[src/rtl/spi_reg_pkg.sv]
package spi_reg_pkg;

    localparam int BYTE_W    = 8;
    localparam int NUM_BYTES = 3;
    localparam int INSTR_W   = 16;
    localparam int DIV_W     = 16;
    localparam logic [INSTR_W-1:0] ADDR_KEEP = 16'h0FFF;

    typedef enum logic [1:0] {
        ENG_IDLE,
        ENG_RUN,
        ENG_TAIL,
        ENG_ACK
    } eng_state_e;

    typedef enum logic [2:0] {
        FRM_IDLE,
        FRM_LEAD,
        FRM_ISSUE,
        FRM_WAIT,
        FRM_RELEASE,
        FRM_FINISH
    } frm_state_e;

    // Direction on top, count field forced to zero, twelve address bits below.
    function automatic logic [INSTR_W-1:0] make_instr(input logic wr,
                                                      input logic [INSTR_W-1:0] addr);
        logic [INSTR_W-1:0] kept;
        kept = addr & ADDR_KEEP;
        return {wr, kept[INSTR_W-2:0]};
    endfunction

endpackage

[src/rtl/spi_byte_engine.sv]
module spi_byte_engine
    import spi_reg_pkg::*;
#(
    parameter int DW = BYTE_W,
    parameter int CW = DIV_W
) (
    input  logic          clk,
    input  logic          rst_n,
    input  logic [CW-1:0] div_i,
    input  logic          req_i,
    input  logic [DW-1:0] tx_i,
    output logic          ack_o,
    output logic [DW-1:0] rx_o,
    output logic          idle_o,
    output logic          sclk_o,
    output logic          mosi_o,
    input  logic          miso_i
);
    localparam int EDGES = 2 * DW;
    localparam int EW    = $clog2(EDGES);

    typedef struct packed {
        eng_state_e    st;
        logic [CW-1:0] cnt;
        logic [EW-1:0] edges;
        logic          sclk;
        logic [DW-1:0] tx;
        logic [DW-1:0] rx;
    } eng_regs_t;

    eng_regs_t r_q, r_d;
    logic [CW-1:0] lim;
    logic          half_done;

    assign lim       = (div_i == '0) ? CW'(1) : div_i;
    assign half_done = (r_q.cnt >= lim - CW'(1));

    always_comb begin
        r_d = r_q;
        case (r_q.st)
            ENG_IDLE: begin
                r_d.sclk = 1'b0;
                if (req_i) begin
                    r_d.tx    = tx_i;
                    r_d.rx    = '0;
                    r_d.cnt   = '0;
                    r_d.edges = '0;
                    r_d.st    = ENG_RUN;
                end
            end
            ENG_RUN: begin
                if (half_done) begin
                    r_d.cnt  = '0;
                    r_d.sclk = ~r_q.sclk;
                    if (!r_q.sclk) begin
                        // leading (rising) edge: next bit goes out, first bit already there
                        if (r_q.edges != '0) r_d.tx = {r_q.tx[DW-2:0], 1'b0};
                    end else begin
                        // trailing (falling) edge: sample the device
                        r_d.rx = {r_q.rx[DW-2:0], miso_i};
                    end
                    r_d.edges = r_q.edges + EW'(1);
                    if (r_q.edges == EW'(EDGES - 1)) r_d.st = ENG_TAIL;
                end else begin
                    r_d.cnt = r_q.cnt + CW'(1);
                end
            end
            ENG_TAIL: begin
                if (half_done) begin
                    r_d.cnt = '0;
                    r_d.st  = ENG_ACK;
                end else begin
                    r_d.cnt = r_q.cnt + CW'(1);
                end
            end
            ENG_ACK: begin
                r_d.tx = '0;
                r_d.st = ENG_IDLE;
            end
            default: r_d.st = ENG_IDLE;
        endcase
    end

    always_ff @(posedge clk or negedge rst_n) begin
        if (!rst_n) begin
            r_q <= '{st: ENG_IDLE, cnt: '0, edges: '0, sclk: 1'b0, tx: '0, rx: '0};
        end else begin
            r_q <= r_d;
        end
    end

    assign ack_o  = (r_q.st == ENG_ACK);
    assign rx_o   = r_q.rx;
    assign idle_o = (r_q.st == ENG_IDLE);
    assign sclk_o = r_q.sclk;
    assign mosi_o = r_q.tx[DW-1];

    // clock only leaves its low idle level while bits are being shifted
    p_sclk_low_outside_run_r4: assert property (@(posedge clk) disable iff (!rst_n)
        (r_q.st != ENG_RUN) |-> !r_q.sclk);

    // the outgoing bit holds still across a high clock phase
    p_mosi_steady_high_r4: assert property (@(posedge clk) disable iff (!rst_n)
        (r_q.sclk && r_d.sclk) |=> $stable(mosi_o));

    // acknowledge is a single-cycle event
    p_ack_single_r6: assert property (@(posedge clk) disable iff (!rst_n)
        ack_o |=> !ack_o);

endmodule

[src/rtl/spi_frame_ctrl.sv]
module spi_frame_ctrl
    import spi_reg_pkg::*;
#(
    parameter int DW = BYTE_W,
    parameter int NB = NUM_BYTES,
    parameter int IW = INSTR_W
) (
    input  logic          clk,
    input  logic          rst_n,
    input  logic          start_i,
    input  logic          wr_i,
    input  logic [IW-1:0] addr_i,
    input  logic [DW-1:0] wdata_i,
    input  logic          eng_ack_i,
    input  logic [DW-1:0] eng_rx_i,
    output logic          eng_req_o,
    output logic [DW-1:0] eng_tx_o,
    output logic          cs_n_o,
    output logic          busy_o,
    output logic          done_o,
    output logic [DW-1:0] rdata_o
);
    localparam int FW = DW * NB;
    localparam int XW = (NB > 1) ? $clog2(NB) : 1;

    typedef struct packed {
        frm_state_e    st;
        logic [FW-1:0] frame;
        logic          wr;
        logic [XW-1:0] idx;
        logic          cs_n;
        logic          busy;
        logic          done;
        logic [DW-1:0] rdata;
    } frm_regs_t;

    frm_regs_t r_q, r_d;

    always_comb begin
        r_d = r_q;
        case (r_q.st)
            FRM_IDLE: begin
                if (start_i) begin
                    r_d.frame = {make_instr(wr_i, addr_i), (wr_i ? wdata_i : '0)};
                    r_d.wr    = wr_i;
                    r_d.idx   = '0;
                    r_d.cs_n  = 1'b0;
                    r_d.busy  = 1'b1;
                    r_d.st    = FRM_LEAD;
                end
            end
            FRM_LEAD:  r_d.st = FRM_ISSUE;
            FRM_ISSUE: r_d.st = FRM_WAIT;
            FRM_WAIT: begin
                if (eng_ack_i) begin
                    if (r_q.idx == XW'(NB - 1)) begin
                        if (!r_q.wr) r_d.rdata = eng_rx_i;
                        r_d.cs_n = 1'b1;
                        r_d.st   = FRM_RELEASE;
                    end else begin
                        r_d.idx   = r_q.idx + XW'(1);
                        r_d.frame = r_q.frame << DW;
                        r_d.st    = FRM_ISSUE;
                    end
                end
            end
            FRM_RELEASE: begin
                r_d.done = 1'b1;
                r_d.st   = FRM_FINISH;
            end
            FRM_FINISH: begin
                r_d.done = 1'b0;
                r_d.busy = 1'b0;
                r_d.st   = FRM_IDLE;
            end
            default: r_d.st = FRM_IDLE;
        endcase
    end

    always_ff @(posedge clk or negedge rst_n) begin
        if (!rst_n) begin
            r_q <= '{st: FRM_IDLE, frame: '0, wr: 1'b0, idx: '0, cs_n: 1'b1,
                     busy: 1'b0, done: 1'b0, rdata: '0};
        end else begin
            r_q <= r_d;
        end
    end

    assign eng_req_o = (r_q.st == FRM_ISSUE);
    assign eng_tx_o  = r_q.frame[FW-1 -: DW];
    assign cs_n_o    = r_q.cs_n;
    assign busy_o    = r_q.busy;
    assign done_o    = r_q.done;
    assign rdata_o   = r_q.rdata;

    // completion is reported only with chip select already released
    p_done_after_release_r10: assert property (@(posedge clk) disable iff (!rst_n)
        done_o |-> cs_n_o);

    // done lasts one cycle
    p_done_single_r10: assert property (@(posedge clk) disable iff (!rst_n)
        done_o |=> !done_o);

    // busy drops only right after the done pulse
    p_busy_ends_after_done_r10: assert property (@(posedge clk) disable iff (!rst_n)
        $fell(busy_o) |-> $past(done_o));

    // an engine acknowledge only arrives while one is awaited
    p_ack_only_when_waiting_r6: assert property (@(posedge clk) disable iff (!rst_n)
        eng_ack_i |-> (r_q.st == FRM_WAIT));

    // a start seen while busy does not restart the frame
    p_start_ignored_busy_r9: assert property (@(posedge clk) disable iff (!rst_n)
        (busy_o && start_i && r_q.st != FRM_FINISH) |=> busy_o);

endmodule

[src/rtl/spi_reg_access.sv]
module spi_reg_access
    import spi_reg_pkg::*;
#(
    parameter int DW = BYTE_W,
    parameter int NB = NUM_BYTES,
    parameter int IW = INSTR_W,
    parameter int CW = DIV_W
) (
    input  logic          clk,
    input  logic          rst_n,
    input  logic [CW-1:0] div_i,
    input  logic          start_i,
    input  logic          wr_i,
    input  logic [IW-1:0] addr_i,
    input  logic [DW-1:0] wdata_i,
    output logic [DW-1:0] rdata_o,
    output logic          done_o,
    output logic          busy_o,
    output logic          cs_n_o,
    output logic          sclk_o,
    output logic          mosi_o,
    input  logic          miso_i
);
    logic          eng_req;
    logic          eng_ack;
    logic          eng_idle;
    logic [DW-1:0] eng_tx;
    logic [DW-1:0] eng_rx;

    spi_frame_ctrl #(.DW(DW), .NB(NB), .IW(IW)) u_ctrl (
        .clk       (clk),
        .rst_n     (rst_n),
        .start_i   (start_i),
        .wr_i      (wr_i),
        .addr_i    (addr_i),
        .wdata_i   (wdata_i),
        .eng_ack_i (eng_ack),
        .eng_rx_i  (eng_rx),
        .eng_req_o (eng_req),
        .eng_tx_o  (eng_tx),
        .cs_n_o    (cs_n_o),
        .busy_o    (busy_o),
        .done_o    (done_o),
        .rdata_o   (rdata_o)
    );

    spi_byte_engine #(.DW(DW), .CW(CW)) u_engine (
        .clk    (clk),
        .rst_n  (rst_n),
        .div_i  (div_i),
        .req_i  (eng_req),
        .tx_i   (eng_tx),
        .ack_o  (eng_ack),
        .rx_o   (eng_rx),
        .idle_o (eng_idle),
        .sclk_o (sclk_o),
        .mosi_o (mosi_o),
        .miso_i (miso_i)
    );

    // the engine never shifts a byte outside an asserted chip select
    p_engine_inside_frame_r6: assert property (@(posedge clk) disable iff (!rst_n)
        !eng_idle |-> !cs_n_o);

    // the data line rests low whenever the device is deselected
    p_mosi_low_deselected_r8: assert property (@(posedge clk) disable iff (!rst_n)
        cs_n_o |-> !mosi_o);

    // clock idles low while deselected
    p_sclk_idle_deselected_r4: assert property (@(posedge clk) disable iff (!rst_n)
        cs_n_o |-> !sclk_o);

endmodule

[config.mk]
export PLATFORM = sky130hd
export DESIGN_NAME = spi_reg_access
export DESIGN_NICKNAME = d
export VERILOG_FILES = /design/src/rtl/spi_reg_pkg.sv /design/src/rtl/spi_byte_engine.sv /design/src/rtl/spi_frame_ctrl.sv /design/src/rtl/spi_reg_access.sv
export SDC_FILE = /design/constraint.sdc
export NUM_CORES = 1
export LEC_CHECK = 0
export BUFFER_PORTS_ARGS = -buffer_cell sky130_fd_sc_hd__buf_2
export CORE_MARGIN = 1
export CORE_UTILIZATION = 46
export CTS_BUF_LIST = sky130_fd_sc_hd__clkbuf_8
export DETAILED_ROUTE_END_ITERATION = 8
export PLACE_DENSITY = 0.7
export REMOVE_ABC_BUFFERS = 1
export SETUP_SLACK_MARGIN = 0.1
export SLEW_MARGIN = 20
export SYNTH_ARGS = -nofsm -noshare
export SYNTH_HDL_FRONTEND = slang
export SYNTH_SLANG_ARGS = --single-unit
[constraint.sdc]
create_clock -name clk -period 3 [get_ports clk]
set_input_delay 0.15 -clock clk [delete_from_list [all_inputs] [get_ports clk]]
set_output_delay 0.15 -clock clk [all_outputs]
set_load 0.02 [all_outputs]
After elaboration in Yosys (flattened, before gate mapping). Cells that the tools add are included.

Register bits after elaboration: 80. Latch bits: 0. RAM bits: 0. ROM bits: 0. Input port bits: 45. Output and inout port bits: 13. Word-level logic and storage cells: 94. Memories kept: 0.

Add/sub/neg operators: 4. Multipliers: 0. Div/mod/pow operators: 0. Order comparisons: 1. Eq/ne operators: 21. Shifts and indexed selects: 0. Muxes and demuxes: 29. Bitwise logic cells: 2. Reduce and logical (&&, ||, !) cells: 23.

Operators with widths (count): 16-bit 2-to-1 mux (3); 24-bit one-hot mux with 2 select lines (1); 32-bit 2-to-1 mux (1); 8-bit 2-to-1 mux (4); 16-bit one-hot mux with 2 select lines (1); 27-bit 2-to-1 mux (1); 24-bit 2-to-1 mux (1); 8-bit one-hot mux with 3 select lines (1); 22-bit 2-to-1 mux (1); 21-bit 2-to-1 mux (1); 4-bit AND reduction (5); 16-bit by 1-bit adder with 16-bit output, second input constant (1); 16-bit >= comparator (1); 16-bit zero test (1); 8-bit one-hot mux with 2 select lines (1); 16-bit by 1-bit subtractor with 16-bit output, second input constant (1); 3-bit one-hot mux with 5 select lines (1); 2-bit by 1-bit inequality test with 1-bit output, second input constant (6); 2-bit inequality test, second input constant (5); 5-bit one-hot mux with 2 select lines (1); 2-bit AND reduction (5); 2-bit nonzero test (5); 2-bit 2-to-1 mux (4); 2-bit one-hot mux with 4 select lines (1); other kinds (20) (27).

Depth between registers and ports, before layout.
Depth after elaboration: 6. Gate-level depth with buffers: 17. Gate-level depth less buffers: 15.

Hierarchy. Synthesis repeated with hierarchy kept, for this count alone.

Cell total of the unflattened synthesis: 477. Area total of the unflattened synthesis: 4833.4 µm².

Modules (own cells, without submodules): spi_byte_engine (times used 1, cells each 302, area an instance 2778.9 µm²); spi_frame_ctrl (times used 1, cells each 175, area an instance 2054.5 µm²).

Worst setup path before layout. Ideal clock, no wire load.

Path type: input -> register. Start: input port div_i[9]. End: register u_engine.r_q, in the netlist u_engine.mosi_o. Data arrival time: 3614 ps. Slack: -739 ps. Stages: 16. Path buffers: 1. Cells stage by stage: nor4_1 > nand2b_1 > nor4_1 > a31oi_1 > ha_1 > and3_1 > nand2_1 > xor2_1 > ha_1 > and2_1 > a221o_1 > a21o_1 > or3_1 > buf_6 > o211ai_4 > mux2_2.

Longest elaborated chain between the ends: 6.

Ends and longest elaborated chain: start, declared (RTL line spi_reg_access.sv:11) `input logic [CW-1:0] div_i,`; 16-bit zero test (RTL line spi_byte_engine.sv:35) `assign lim = (div_i == '0) ? CW'(1) : div_i;`; 16-bit 2-to-1 mux * (RTL line spi_byte_engine.sv:35); 16-bit by 1-bit subtractor with 16-bit output * (RTL line spi_byte_engine.sv:36) `assign half_done = (r_q.cnt >= lim - CW'(1));`; 16-bit >= comparator * (RTL line spi_byte_engine.sv:36); 2-bit by 1-bit inequality test with 1-bit output (no source line) *; 5-bit AND reduction (no source line) *; end signal, assigned (RTL line spi_byte_engine.sv:86) `r_q <= '{st: ENG_IDLE, cnt: '0, edges: '0, sclk: 1'b0, tx: '0, rx: '0};`; end signal, assigned (RTL line spi_byte_engine.sv:88) `r_q <= r_d;`; end, declared (RTL line spi_byte_engine.sv:31) `eng_regs_t r_q, r_d;`.

Every way passes the cells marked *; elsewhere a longest branch is shown, timed or not. A chain may end at the register's enable or synchronous reset.

Final worst setup path.
Start: input port div_i[8]. End: register u_engine.r_q[11] in the netlist's numbering.

Same word-level chain as after synthesis.

==> impl_metrics.toml <==
[power_and_ir_drop]
p_total_mw = 4.818
seq_power_share_pct = 34.9
p_per_area_nw_per_um2 = 849.4
p_int_mw = 2.838
leakagePower_nw = 2.709
combPwrFrac_pct = 49.5
swShare_pct = 41.10
ir_drop_mv = 0.7040
power_switching_mw = 1.980
pwr-share-clk_pct = 15.7

[job]
cap_violations = 0

[floorplanning]
start_util_pct = 47.95
dieArea_um2 = 10120
num_rows = 35
io_pins = 58
coreArea_um2 = 9328
die_x_um = 100.6
die-height_um = 100.6

[synthesis]
ys_top_cells_by_count = "dfrtp_1, nand2_1, nor2_1, ha_1, nand3_1"
synthDistinctLibCells = 54
syn_inst = 458
synthTopCellsByArea = "dfrtp_1, ha_1, mux2_2"
yosysWarnings = 0
ys.flop_type = "dfrtp_1"
yosysSeqAreaShare_pct = 44.78
synth_top_cell_area_share_pct = 44.20
synth_edf_count = 0
synth_most_common_cell = "dfrtp_1"
yosys.area.top_type = "dfrtp_1"
syn_avg_cell_area_um2 = 9.766
ys_ff_latch = 80
ys_async_sr_fraction_pct = 100.0
syn_area_um2 = 4473

[timing]
worstMarginPinSlew_ns = 0.9938
final.setup_skew_ns = 0.01334
max_freq_ghz = 0.2981
finalHoldViolCount = 0
layout_setup_ws_ns = -0.3543
fin_crit_sh_pct = 111.8
rsz0062_at_grt = "yes"
drv_slew = 0
fin_crit_ns = 3.354
setup_viol = 39
slew_headroom_pct = 33.75

[critical_path]
cp_num_buf_inv = 2
critPathArrivalTime_ns = 3.59
cp_common_cell = "nor4_4"
crit_path_start_kind = "primary input"
crit_path_top_delay_cell = "or3_4"
worstPathRequired_ns = 3.24
crit_type = "in -> reg"
max_stage_delay_ns = 0.40
cp_max_fo = 8
crit_chain = "buf_6 -> nor4_4 -> nand2b_1 -> nor4_4 -> a31oi_2 -> ha_2 -> and3_4 -> nand2_2 -> xor2_1 -> ha_1 -> and2_4 -> a221o_1 -> a21o_1 -> or3_4 -> o211ai_4 -> buf_12 -> mux2_4"
critical-path-top-delay-family = "simple AND/OR/NAND/NOR gates"
end_kind = "register"

[cts]
clk_latency_ns = 0.36
cts.sinks = 80
cts-root-buf = "clkbuf_8"
cts-buffers-inserted = 9
clockBufferDepth = 2
htreeDepth = 3
tritoncts = "done"
clkTransAtPathRegs_ns = 0.10

[global_routing]
grt.overflow.total = 0
grt_start_max_net_pins = 81
grt_pass1_wl_mm = 16.15
grt_use_total_pct = 20.21
grt_pass1_vias = 3533
antenna_found_initial = 0

[routing]
via_count = 3732
ant_nets = 0
drc_errors = 0
totalWireLength_mm = 10.16
drt_iter0_drc = 120
dr.pass1.iters = 4
detail_route.wl_per_cell_um = 14.72
vias_per_cell = 5.409

[cells_and_area]
drive_gt1_share_pct = 30.84
nets = 626
n_antenna_cell = 0
fin_util_pct = 60.82
syn_to_final_growth_pct = 26.83

[hold_path]
hp-class = "in -> reg"

[outcome]
violations = "setup timing"
status = "complete, but fails checks"

[place]
gp_congestion = 0.8120
hpwl_mm = 6.863
port_buffers = 53
-- logic make-up (layout without fill, tap and decap cells) --
group / Yosys count / count (layout) / synth area share (%)
buf+inv: 47 / 150 / 4.979
compound gates: 90 / 90 / 14.21
xor+xnor: 20 / 20 / 3.916
fa+ha+maj: 25 / 25 / 6.993
mux: 30 / 30 / 7.217
flops: 80 / 80 / 44.78
simple gates: 166 / 166 / 17.90
-- worst register-to-register path: stages (launching register included) --
cell and delay (ns):
dfrtp_1 0.42, ha_1 0.33, and2_4 0.17, a221o_1 0.32
a21o_1 0.18, or3_4 0.40, o211ai_4 0.19, buf_12 0.17
mux2_4 0.31
-- cell type report --
class | instances | area (um^2)
sequential | 80 | 2003
inverter | 20 | 75.07
multi-input combinational | 331 | 2450
clock buffer | 9 | 123.9
fill | 751 | 3655
clock inverter | 7 | 60.06
timing repair buffer | 114 | 799.5
tap | 129 | 161.4
-- sequential cells by signal, indices dropped and copies added, names as in the netlist --
| register | count |
|---|---|
| u_engine.r_q | 29 |
| u_ctrl.r_q | 22 |
| u_ctrl.eng_tx_o | 8 |
| u_ctrl.rdata_o | 8 |
| u_engine.rx_o | 8 |
| u_ctrl.busy_o | 1 |
| u_ctrl.cs_n_o | 1 |
| u_ctrl.done_o | 1 |
| u_engine.mosi_o | 1 |
| u_engine.sclk_o | 1 |
-- path summary, 6_finish.rpt --
check | startpoint | to | slack [ns] | cells after the start
hold reg to reg | u_ctrl.eng_tx_o[5] | u_ctrl.eng_tx_o[5] | 0.49 | 2
hold / removal | wdata_i[1] | u_ctrl.r_q[15] | 0.01 | 2
max in group asynchronous | rst_n | u_engine.r_q[19] | 1.87 | 2
setup / recovery | div_i[8] | u_engine.r_q[11] | -0.35 | 17
min in group asynchronous | rst_n | u_ctrl.done_o | 0.47 | 2
setup reg to reg | u_engine.r_q[32] | u_engine.r_q[11] | 0.40 | 8
-- power by group through the flow --
stage | logic (mW) | registers (mW) | clock network [mW]
after detailed placement | 2.05 | 1.69 | 0
after global placement | 1.96 | 1.67 | 0
after floorplan | 1.39 | 1.67 | 0
after CTS | 2.33 | 1.67 | 0.770
final | 2.38 | 1.68 | 0.755
after global routing | 2.61 | 1.72 | 0.810
-- repair_timing --
action                                 4_1_cts  5_1_grt
buffers inserted                             4        4
pin swaps                                   17       11
hold buffers                                 7        0
endpoints found under the hold margin       65        0
setup endpoints to repair                   39       39
gates resized for setup                     30       20
-- cells in the final DEF (no fill, tap or decap), types with 3 or more instances in the layout --
master         count
a21o_1             3
a21oi_1           10
a21oi_2            4
a22o_1            16
a31oi_1           17
and3_1             8
buf_2             50
buf_4             48
buf_6              7
clkbuf_8           9
dfrtp_1           79
dlygate4sd3_1      7
ha_1              24
inv_1             19
inv_6              4
mux2_2            10
mux2_4             8
mux2i_1           12
nand2_1           50
nand2b_1           4
nand3_1           24
nand4_1            9
nor2_1            36
nor2b_1            5
nor3_1             3
nor3b_1            3
o21ai_0           14
xnor2_1            9
xor2_1            10
-- through the flow --
stage | std cells | worst slack, ns | instance area, um^2 | hold WS [ns] | setup TNS, ns
after floorplan | 431 | -0.8765 | 4325 | -0.1456 | -25.36
after global placement | 659 | -0.9182 | 5116 | 0.3670 | -29.34
after detailed placement | 659 | -1.054 | 5116 | 0.3757 | -34.47
after CTS | 686 | -0.4587 | 5540 | 0.005731 | -12.33
after global routing | 690 | -0.4559 | 5673 | 0.008131 | -13.39
final | 690 | -0.3543 | 5673 | 0.01188 | -8.335
-- metal layers --
layer	up-vias	share of wire [%]	global-route usage, %
met5	-	0	0
met4	0	1.5	5.909
met3	19	3.5	4.716
met2	80	49	33.77
met1	1802	46	26.25
li1	1831	-	-
No activity file was read; power rests on OpenSTA's default activity.
